--- src/rtl/bce_pkg.sv ---
`timescale 1ns/1ps
package bce_pkg;
  typedef enum logic [1:0] {
    OP_SCAN = 2'd0,
    OP_MIN  = 2'd1,
    OP_MAX  = 2'd2,
    OP_INC  = 2'd3
  } bce_op_e;

  localparam logic [1:0] OUT_EQ = 2'b00;
  localparam logic [1:0] OUT_LT = 2'b01;
  localparam logic [1:0] OUT_GT = 2'b10;

  typedef enum logic [2:0] {
    ST_IDLE,
    ST_RD,
    ST_EVAL,
    ST_VRD,
    ST_WB,
    ST_FIN
  } bce_state_e;
endpackage

--- src/rtl/bce_compare.sv ---
`timescale 1ns/1ps
module bce_compare #(
  parameter int DW = 64
) (
  input  logic [DW-1:0] item_i,
  input  logic [DW-1:0] ref_i,
  input  logic          sgn_i,
  input  logic          narrow_i,
  output logic [1:0]    outcome_o
);
  import bce_pkg::*;
  localparam int HW = DW / 2;

  logic [DW-1:0] ea, eb;
  logic          lt;

  always_comb begin
    if (narrow_i) begin
      ea = {{HW{sgn_i & item_i[HW-1]}}, item_i[HW-1:0]};
      eb = {{HW{sgn_i & ref_i[HW-1]}},  ref_i[HW-1:0]};
    end else begin
      ea = item_i;
      eb = ref_i;
    end
    lt = sgn_i ? ($signed(ea) < $signed(eb)) : (ea < eb);
    if (ea == eb)  outcome_o = OUT_EQ;
    else if (lt)   outcome_o = OUT_LT;
    else           outcome_o = OUT_GT;
  end
endmodule

--- src/rtl/bce_result_fifo.sv ---
`timescale 1ns/1ps
module bce_result_fifo #(
  parameter int DW    = 64,
  parameter int DEPTH = 8
) (
  input  logic                     clk,
  input  logic                     rst_n,
  input  logic                     push_i,
  input  logic [DW-1:0]            push_data_i,
  input  logic                     pop_i,
  output logic [DW-1:0]            rd_data_o,
  output logic                     empty_o,
  output logic                     full_o,
  output logic [$clog2(DEPTH):0]   count_o
);
  localparam int PW = $clog2(DEPTH);

  logic [DW-1:0] store_q [DEPTH];
  logic [PW-1:0] wr_q, rd_q;
  logic [PW:0]   cnt_q;
  logic          do_push, do_pop;

  assign empty_o   = (cnt_q == '0);
  assign full_o    = (cnt_q == (PW+1)'(DEPTH));
  assign count_o   = cnt_q;
  assign rd_data_o = store_q[rd_q];
  assign do_push   = push_i && !full_o;
  assign do_pop    = pop_i && !empty_o;

  always_ff @(posedge clk) begin
    if (do_push) store_q[wr_q] <= push_data_i;
  end

  always_ff @(posedge clk) begin
    if (!rst_n) begin
      wr_q  <= '0;
      rd_q  <= '0;
      cnt_q <= '0;
    end else begin
      if (do_push) wr_q <= wr_q + PW'(1);
      if (do_pop)  rd_q <= rd_q + PW'(1);
      case ({do_push, do_pop})
        2'b10:   cnt_q <= cnt_q + (PW+1)'(1);
        2'b01:   cnt_q <= cnt_q - (PW+1)'(1);
        default: cnt_q <= cnt_q;
      endcase
    end
  end
endmodule

--- src/rtl/bce_sequencer.sv ---
`timescale 1ns/1ps
module bce_sequencer #(
  parameter int DW = 64,
  parameter int AW = 10,
  parameter int CW = 10
) (
  input  logic          clk,
  input  logic          rst_n,
  input  logic          cmd_fire_i,
  input  logic [1:0]    cmd_op_i,
  input  logic          cmd_signed_i,
  input  logic          cmd_narrow_i,
  input  logic [AW-1:0] cmd_addr_i,
  input  logic [CW-1:0] cmd_count_i,
  input  logic [DW-1:0] key_i,
  input  logic [DW-1:0] bank_rdata_i,
  input  logic          q_full_i,
  output logic          bank_rd_en_o,
  output logic          bank_wr_en_o,
  output logic [AW-1:0] bank_addr_o,
  output logic [DW-1:0] bank_wdata_o,
  output logic          push_o,
  output logic [DW-1:0] push_data_o,
  output logic          busy_o
);
  import bce_pkg::*;
  localparam int HW     = DW / 2;
  localparam int SLOTS  = DW / 2;
  localparam int SLOT_W = $clog2(SLOTS);

  bce_state_e        state_q;
  bce_op_e           op_q;
  logic              sgn_q, nar_q;
  logic [AW-1:0]     addr_q;
  logic [CW-1:0]     left_q;
  logic [SLOT_W-1:0] slot_q;
  logic [DW-1:0]     acc_q, best_q;
  logic              have_best_q;

  logic [1:0]        oc_key, oc_best;
  logic              last, word_done, is_sel, take;
  logic [SLOT_W:0]   shamt;
  logic [DW-1:0]     acc_next, item_sel;
  logic [AW-1:0]     step;

  bce_compare #(.DW(DW)) u_cmp_key (
    .item_i(bank_rdata_i), .ref_i(key_i), .sgn_i(sgn_q), .narrow_i(nar_q),
    .outcome_o(oc_key)
  );

  bce_compare #(.DW(DW)) u_cmp_best (
    .item_i(bank_rdata_i), .ref_i(best_q), .sgn_i(sgn_q), .narrow_i(nar_q),
    .outcome_o(oc_best)
  );

  always_comb begin
    last      = (left_q == CW'(1));
    word_done = (slot_q == SLOT_W'(SLOTS - 1)) || last;
    is_sel    = (op_q == OP_MIN) || (op_q == OP_MAX);
    shamt     = {slot_q, 1'b0};
    acc_next  = acc_q | ({{(DW-2){1'b0}}, oc_key} << shamt);
    item_sel  = nar_q ? {{HW{1'b0}}, bank_rdata_i[HW-1:0]} : bank_rdata_i;
    take      = !have_best_q ||
                ((op_q == OP_MIN) ? (oc_best == OUT_LT) : (oc_best == OUT_GT));
    step      = (op_q == OP_INC) ? AW'(2) : AW'(1);

    bank_rd_en_o = ((state_q == ST_RD) && (left_q != '0)) || (state_q == ST_VRD);
    bank_wr_en_o = (state_q == ST_WB);
    bank_addr_o  = ((state_q == ST_VRD) || (state_q == ST_WB)) ? addr_q + AW'(1) : addr_q;
    bank_wdata_o = nar_q ? {bank_rdata_i[DW-1:HW], bank_rdata_i[HW-1:0] + HW'(1)}
                         : bank_rdata_i + DW'(1);

    push_o      = ((state_q == ST_EVAL) && (op_q == OP_SCAN) && word_done && !q_full_i) ||
                  ((state_q == ST_FIN) && !q_full_i);
    push_data_o = (state_q == ST_FIN) ? best_q : acc_next;
    busy_o      = (state_q != ST_IDLE);
  end

  always_ff @(posedge clk) begin
    if (!rst_n) begin
      state_q     <= ST_IDLE;
      op_q        <= OP_SCAN;
      sgn_q       <= 1'b0;
      nar_q       <= 1'b0;
      addr_q      <= '0;
      left_q      <= '0;
      slot_q      <= '0;
      acc_q       <= '0;
      best_q      <= '0;
      have_best_q <= 1'b0;
    end else begin
      case (state_q)
        ST_IDLE: begin
          if (cmd_fire_i) begin
            op_q        <= bce_op_e'(cmd_op_i);
            sgn_q       <= cmd_signed_i;
            nar_q       <= cmd_narrow_i;
            addr_q      <= cmd_addr_i;
            left_q      <= cmd_count_i;
            slot_q      <= '0;
            acc_q       <= '0;
            have_best_q <= 1'b0;
            state_q     <= ST_RD;
          end
        end
        ST_RD: begin
          state_q <= (left_q == '0) ? ST_IDLE : ST_EVAL;
        end
        ST_EVAL: begin
          if ((op_q == OP_SCAN) && word_done && q_full_i) begin
            state_q <= ST_EVAL;
          end else if ((op_q == OP_INC) && (oc_key == OUT_EQ)) begin
            state_q <= ST_VRD;
          end else begin
            if (op_q == OP_SCAN) begin
              acc_q  <= word_done ? '0 : acc_next;
              slot_q <= word_done ? '0 : slot_q + SLOT_W'(1);
            end
            if (is_sel && take) begin
              best_q      <= item_sel;
              have_best_q <= 1'b1;
            end
            left_q  <= left_q - CW'(1);
            addr_q  <= addr_q + step;
            state_q <= last ? (is_sel ? ST_FIN : ST_IDLE) : ST_RD;
          end
        end
        ST_VRD: begin
          state_q <= ST_WB;
        end
        ST_WB: begin
          left_q  <= left_q - CW'(1);
          addr_q  <= addr_q + AW'(2);
          state_q <= last ? ST_IDLE : ST_RD;
        end
        ST_FIN: begin
          if (!q_full_i) state_q <= ST_IDLE;
        end
        default: state_q <= ST_IDLE;
      endcase
    end
  end
endmodule

--- src/rtl/bank_cmp_engine.sv ---
`timescale 1ns/1ps
module bank_cmp_engine #(
  parameter int DW     = 64,
  parameter int AW     = 10,
  parameter int CW     = 10,
  parameter int QDEPTH = 8
) (
  input  logic          clk,
  input  logic          rst_n,
  input  logic          key_we,
  input  logic [DW-1:0] key_data,
  input  logic          cmd_valid,
  output logic          cmd_ready,
  input  logic [1:0]    cmd_op,
  input  logic          cmd_signed,
  input  logic          cmd_narrow,
  input  logic [AW-1:0] cmd_addr,
  input  logic [CW-1:0] cmd_count,
  output logic          bank_rd_en,
  output logic          bank_wr_en,
  output logic [AW-1:0] bank_addr,
  output logic [DW-1:0] bank_wdata,
  input  logic [DW-1:0] bank_rdata,
  output logic          busy,
  output logic          res_valid,
  input  logic          res_ready,
  output logic [DW-1:0] res_data,
  output logic          res_empty
);
  localparam int QCW = $clog2(QDEPTH) + 1;

  logic [DW-1:0]  key_q;
  logic           cmd_fire, q_push, q_full;
  logic [DW-1:0]  q_push_data;
  logic [QCW-1:0] fifo_count;

  assign cmd_ready = !busy;
  assign cmd_fire  = cmd_valid && cmd_ready;
  assign res_valid = !res_empty;

  always_ff @(posedge clk) begin
    if (!rst_n)                key_q <= '0;
    else if (key_we && !busy)  key_q <= key_data;
  end

  bce_sequencer #(.DW(DW), .AW(AW), .CW(CW)) u_seq (
    .clk(clk), .rst_n(rst_n), .cmd_fire_i(cmd_fire), .cmd_op_i(cmd_op),
    .cmd_signed_i(cmd_signed), .cmd_narrow_i(cmd_narrow), .cmd_addr_i(cmd_addr),
    .cmd_count_i(cmd_count), .key_i(key_q), .bank_rdata_i(bank_rdata),
    .q_full_i(q_full), .bank_rd_en_o(bank_rd_en), .bank_wr_en_o(bank_wr_en),
    .bank_addr_o(bank_addr), .bank_wdata_o(bank_wdata), .push_o(q_push),
    .push_data_o(q_push_data), .busy_o(busy)
  );

  bce_result_fifo #(.DW(DW), .DEPTH(QDEPTH)) u_fifo (
    .clk(clk), .rst_n(rst_n), .push_i(q_push), .push_data_i(q_push_data),
    .pop_i(res_valid && res_ready), .rd_data_o(res_data), .empty_o(res_empty),
    .full_o(q_full), .count_o(fifo_count)
  );
endmodule

--- config.mk ---
export PLATFORM = sky130hd
export DESIGN_NAME = bank_cmp_engine
export DESIGN_NICKNAME = d
export VERILOG_FILES = /design/src/rtl/bce_pkg.sv /design/src/rtl/bce_compare.sv /design/src/rtl/bce_result_fifo.sv /design/src/rtl/bce_sequencer.sv /design/src/rtl/bank_cmp_engine.sv
export SDC_FILE = /design/constraint.sdc
export NUM_CORES = 1
export LEC_CHECK = 0
export ABC_AREA = 1
export CAP_MARGIN = 20
export CORE_MARGIN = 4
export CORE_UTILIZATION = 30
export DETAILED_ROUTE_END_ITERATION = 8
export HOLD_SLACK_MARGIN = 0.15
export MAX_ROUTING_LAYER = met4
export PLACE_DENSITY = 0.5
export SYNTH_ARGS = -nofsm -noshare
export SYNTH_HDL_FRONTEND = slang
export SYNTH_SLANG_ARGS = --single-unit
--- constraint.sdc ---
create_clock -name clk -period 4.65 [get_ports clk]
set_input_delay 0.6975 -clock clk [delete_from_list [all_inputs] [get_ports clk]]
set_output_delay 0.6975 -clock clk [all_outputs]
set_load 0.005 [all_outputs]
==> summary.json <==
{
  "final.min_clock_period_ns": 4.49,
  "route.detailed.drc": 0,
  "cellLeakagePower_uw": 0.0178,
  "yosys_register_bits": 750,
  "gate_power_share": 0.283,
  "cts.clk_slew.worst_paths_ns": 0.06,
  "drt.antenna.violating_nets": 0,
  "path_max_fanout": 3,
  "post_cts_hold_buffer_count": 0,
  "worst-setup-path-type": "primary input to primary output",
  "numPlacedInstances": 6019,
  "synth_flop_cell": "sky130_fd_sc_hd__edfxtp_1",
  "post-route-worst-setup-slack_ns": 0.162,
  "timing.final.crit_share": 0.965,
  "detailroute.via_count": 30051,
  "synth_commonest_cells": "sky130_fd_sc_hd__nand2_1 (692), sky130_fd_sc_hd__nor2_1 (652), sky130_fd_sc_hd__edfxtp_1 (512)",
  "htree_num_levels": 3,
  "cellInternalPower_uw": 13500,
  "cts.path.max_buffers": 3,
  "number_of_global_route_vias_before_repair": 29192,
  "max_slew.worst_pin.slew_ns": 1.07,
  "drive_gt1_frac": 0.0921,
  "post_synth.cell_area_avg_sq_um": 8.92,
  "nFillCells": 12459,
  "gr-usage-all-layers": 0.188,
  "worstHoldPathType": "register to register",
  "crit_path_max_incr_delay_ns": 0.55,
  "globalRouteOverflowTotal": 0,
  "critical_path.slowest_cell": "sky130_fd_sc_hd__clkdlybuf4s50_1",
  "power_frac_clock": 0.341,
  "synth-edff-count": 512,
  "worst_slew_margin_rel": 0.290,
  "preCtsSetupSlack_ns": -0.0593,
  "syn_inst": 4159,
  "die_w_microns": 360,
  "worstPathRequired_ns": 3.95,
  "grt_max_degree": 113,
  "drt_wl_total_microns": 122000,
  "post_cts_buffers": 0,
  "final-hold-violation-count": 0,
  "yosysMostFrequentCell": "sky130_fd_sc_hd__nand2_1",
  "post_drt_wl_per_cell_microns": 19.8,
  "initial_utilization": 0.303,
  "yosys_warnings": 0,
  "clk-insertion-delay-late_ns": 0.64,
  "clock_sinks": 750,
  "core_area_sq_um": 122000,
  "power.sequential.fraction": 0.376,
  "max_freq_mhz": 223,
  "design.portCount": 301,
  "synth.net_count": 4463,
  "placementRows": 128,
  "seq_area_frac_synth": 0.543,
  "worstSetupStartpointType": "primary input",
  "timing.reg2reg.setup_slack_ns": 0.68,
  "area_growth_syn_to_layout_pct": 23.4,
  "power.density_cell_area_nw_per_um2": 435,
  "whs_path_depth": 1,
  "first_pass_iters": 8,
  "synthArstFlopShare": 0,
  "clk_root_buffer_cell": "sky130_fd_sc_hd__clkbuf_16",
  "critical_path.reg2reg.startpoint": "u_seq.nar_q",
  "post-synth-top-area-fraction": 0.414,
  "critical_path_arrival_ns": 3.79,
  "final-setup-viol-count": 0,
  "hpwlAfterDp_microns": 85000,
  "sw_pwr_uw": 6440,
  "synth.top_cells.by_area": "sky130_fd_sc_hd__edfxtp_1 (41%), sky130_fd_sc_hd__dfxtp_1 (13%), sky130_fd_sc_hd__nand2_1 (7.0%), sky130_fd_sc_hd__nor2_1 (6.6%), sky130_fd_sc_hd__o21ai_0 (5.8%)",
  "synthDistinctLibCells": 59,
  "holdCritStartpoint": "u_fifo.rd_q[2]",
  "max_cap_viol_count": 0,
  "nNetsFinal": 4784,
  "finalMaxSlewViolations": 0,
  "post_drt_via_cell_ratio": 4.86,
  "netlist_area_sq_um": 37100,
  "tritoncts.num_buffers": 84,
  "grt_setup_unrepaired": "no",
  "port_buffers": 300,
  "timing.critical_path.to_type": "primary output",
  "tritoncts": "yes",
  "grt_first_pass_wirelength_microns": 185000,
  "timing.clock.skew_ns": 0.0258,
  "final_cell_count_no_fill": 6179,
  "power.switching_fraction": 0.323,
  "vdd.ir_drop.worst_v": 0.000325,
  "grt_antenna_before_repair": 6,
  "dieHeight_microns": 360,
  "path_cells": "clkdlybuf4s50_1 > ha_1 > nand3_1 > nor4_4 > buf_4 > nand3_2 > nor2_2 > nand2_1 > nor4_4 > inv_2 > nor4_2 > xor2_1 > clkdlybuf4s50_1",
  "min_to": "u_fifo.rd_q[2]",
  "multiInputGateArea_sq_um": 14800,
  "sequential_cell_area_sq_um": 20100,
  "synth_largest_area_cell": "sky130_fd_sc_hd__edfxtp_1",
  "critical_path.reg2reg.endpoint": "u_fifo.store_q[2][22]",
  "status": "finished clean",
  "gpl.final_weighted_congestion": 0.931,
  "reg2reg_depth": 21,
  "drt-initial-drc-count": 2268,
  "fp.dieArea_sq_um": 129000
}
per-layer routing:
metal	vias up	GRT usage	routed length (microns)
met5	-	-	0
met4	0	0.0448	2350
met3	137	0.0270	6350
met2	772	0.292	55800
met1	14265	0.258	57600
li1	14877	-	-
how the worst max path moves through the flow:
stage / start / to / slack, ns / cells past startpoint
final: bank_rdata[1] / bank_wdata[60] / 0.16 / 13
after global routing: bank_rdata[0] / bank_wdata[60] / 0.008 / 13
after CTS: bank_rdata[1] / bank_wdata[50] / 0.06 / 14
after detailed placement: bank_rdata[1] / bank_wdata[50] / -0.06 / 14
after global placement: bank_rdata[0] / bank_wdata[50] / -0.03 / 14
after floorplan: u_seq.slot_q[3] / u_fifo.store_q[0][0] / -0.13 / 11
timing repair:
action	in CTS	in global routing
pin swaps	0	0
gates resized for setup	1	3
endpoints found under the setup margin	1	2
flip-flops by register name, indices dropped and copies added, names as in the netlist, named ones only:
| register | cells |
|---|---|
| u_seq.have_best_q | 1 |
| u_fifo.rd_q | 3 |
| u_seq.best_q | 64 |
| u_seq.acc_q | 64 |
| u_fifo.wr_q | 3 |
| key_q | 64 |
| u_seq.nar_q | 1 |
| u_seq.slot_q | 5 |
| u_fifo.store_q | 512 |
| u_seq.state_q | 3 |
| u_seq.addr_q | 10 |
| u_fifo.count_o | 4 |
| u_seq.left_q | 10 |
| u_seq.op_q | 2 |
| u_seq.sgn_q | 1 |
critical path: cells and delay by family:
family	cells	cell delay, ns
adder cells (fa/ha/maj)	1	0.21
AND/OR/NAND/NOR	7	1.30
buffers and inverters	4	1.36
XOR/XNOR	1	0.21
power by group through the flow:
stage	Sequential, uW	Clock [uW]	Combinational (uW)
after global routing	7520	7240	6350
after CTS	7500	6970	5750
final	7500	6800	5650
after detailed placement	7640	0	5730
after global placement	7640	0	5710
after floorplan	7470	0	3360
per-stage QoR:
| stage | cell area [sq um] | total power [uW] | TNS, ns | hold slack [ns] | utilization |
|---|---|---|---|---|---|
| floorplan | 37100 | 10800 | -48.36 | 0.412 | - |
| global placement | 42900 | 13300 | -0.0349 | 0.431 | 0.351 |
| detailed placement | 42900 | 13400 | -0.0593 | 0.448 | 0.351 |
| CTS | 45800 | 20200 | 0 | 0.459 | 0.374 |
| global route | 45800 | 21100 | 0 | 0.470 | 0.374 |
| finish | 45800 | 19900 | 0 | 0.455 | 0.374 |
layout make-up:
class | instances | share of cell area
tap | 1625 | 0.0444
multi-input combinational | 2845 | 0.324
clock inverter | 45 | 0.0116
sequential | 750 | 0.440
inverter | 323 | 0.0267
clock buffer | 111 | 0.0500
timing repair buffer | 476 | 0.103
antenna | 4 | 0.000219
placed cells by master, fill, tap and decap left out, types with 7 or more instances in the layout:
cell type and instances:
sky130_fd_sc_hd__a21oi_2 7, sky130_fd_sc_hd__o22ai_1 66, sky130_fd_sc_hd__nor3_2 7, sky130_fd_sc_hd__nor2_4 14, sky130_fd_sc_hd__clkinv_2 12, sky130_fd_sc_hd__nand3_1 167
sky130_fd_sc_hd__a21oi_1 277, sky130_fd_sc_hd__clkbuf_1 20, sky130_fd_sc_hd__o21ai_2 20, sky130_fd_sc_hd__xor2_1 68, sky130_fd_sc_hd__bufinv_16 9, sky130_fd_sc_hd__nand2_1 690
sky130_fd_sc_hd__clkbuf_16 86, sky130_fd_sc_hd__inv_2 15, sky130_fd_sc_hd__edfxtp_1 512, sky130_fd_sc_hd__nor4_1 12, sky130_fd_sc_hd__dfxtp_1 235, sky130_fd_sc_hd__inv_1 302
sky130_fd_sc_hd__a31oi_1 70, sky130_fd_sc_hd__buf_12 31, sky130_fd_sc_hd__nor2_2 11, sky130_fd_sc_hd__nand2_2 7, sky130_fd_sc_hd__o21ai_0 428, sky130_fd_sc_hd__clkdlybuf4s50_1 299
sky130_fd_sc_hd__nand4_1 51, sky130_fd_sc_hd__xnor2_1 8, sky130_fd_sc_hd__o21ai_1 49, sky130_fd_sc_hd__buf_4 145, sky130_fd_sc_hd__nor2_1 643, sky130_fd_sc_hd__nor3_1 34
sky130_fd_sc_hd__ha_1 145, sky130_fd_sc_hd__clkinv_1 17
cell families after synthesis:
group | count (synthesis) | share of synthesized area
AND/OR/NAND/NOR | 1677 | 0.192
flip-flops | 750 | 0.543
adder cells (fa/ha/maj) | 147 | 0.0500
XOR/XNOR | 77 | 0.0182
buffers and inverters | 564 | 0.0602
AO/OA/AOI/OAI | 944 | 0.137
Power figures use the tool's default switching activity.
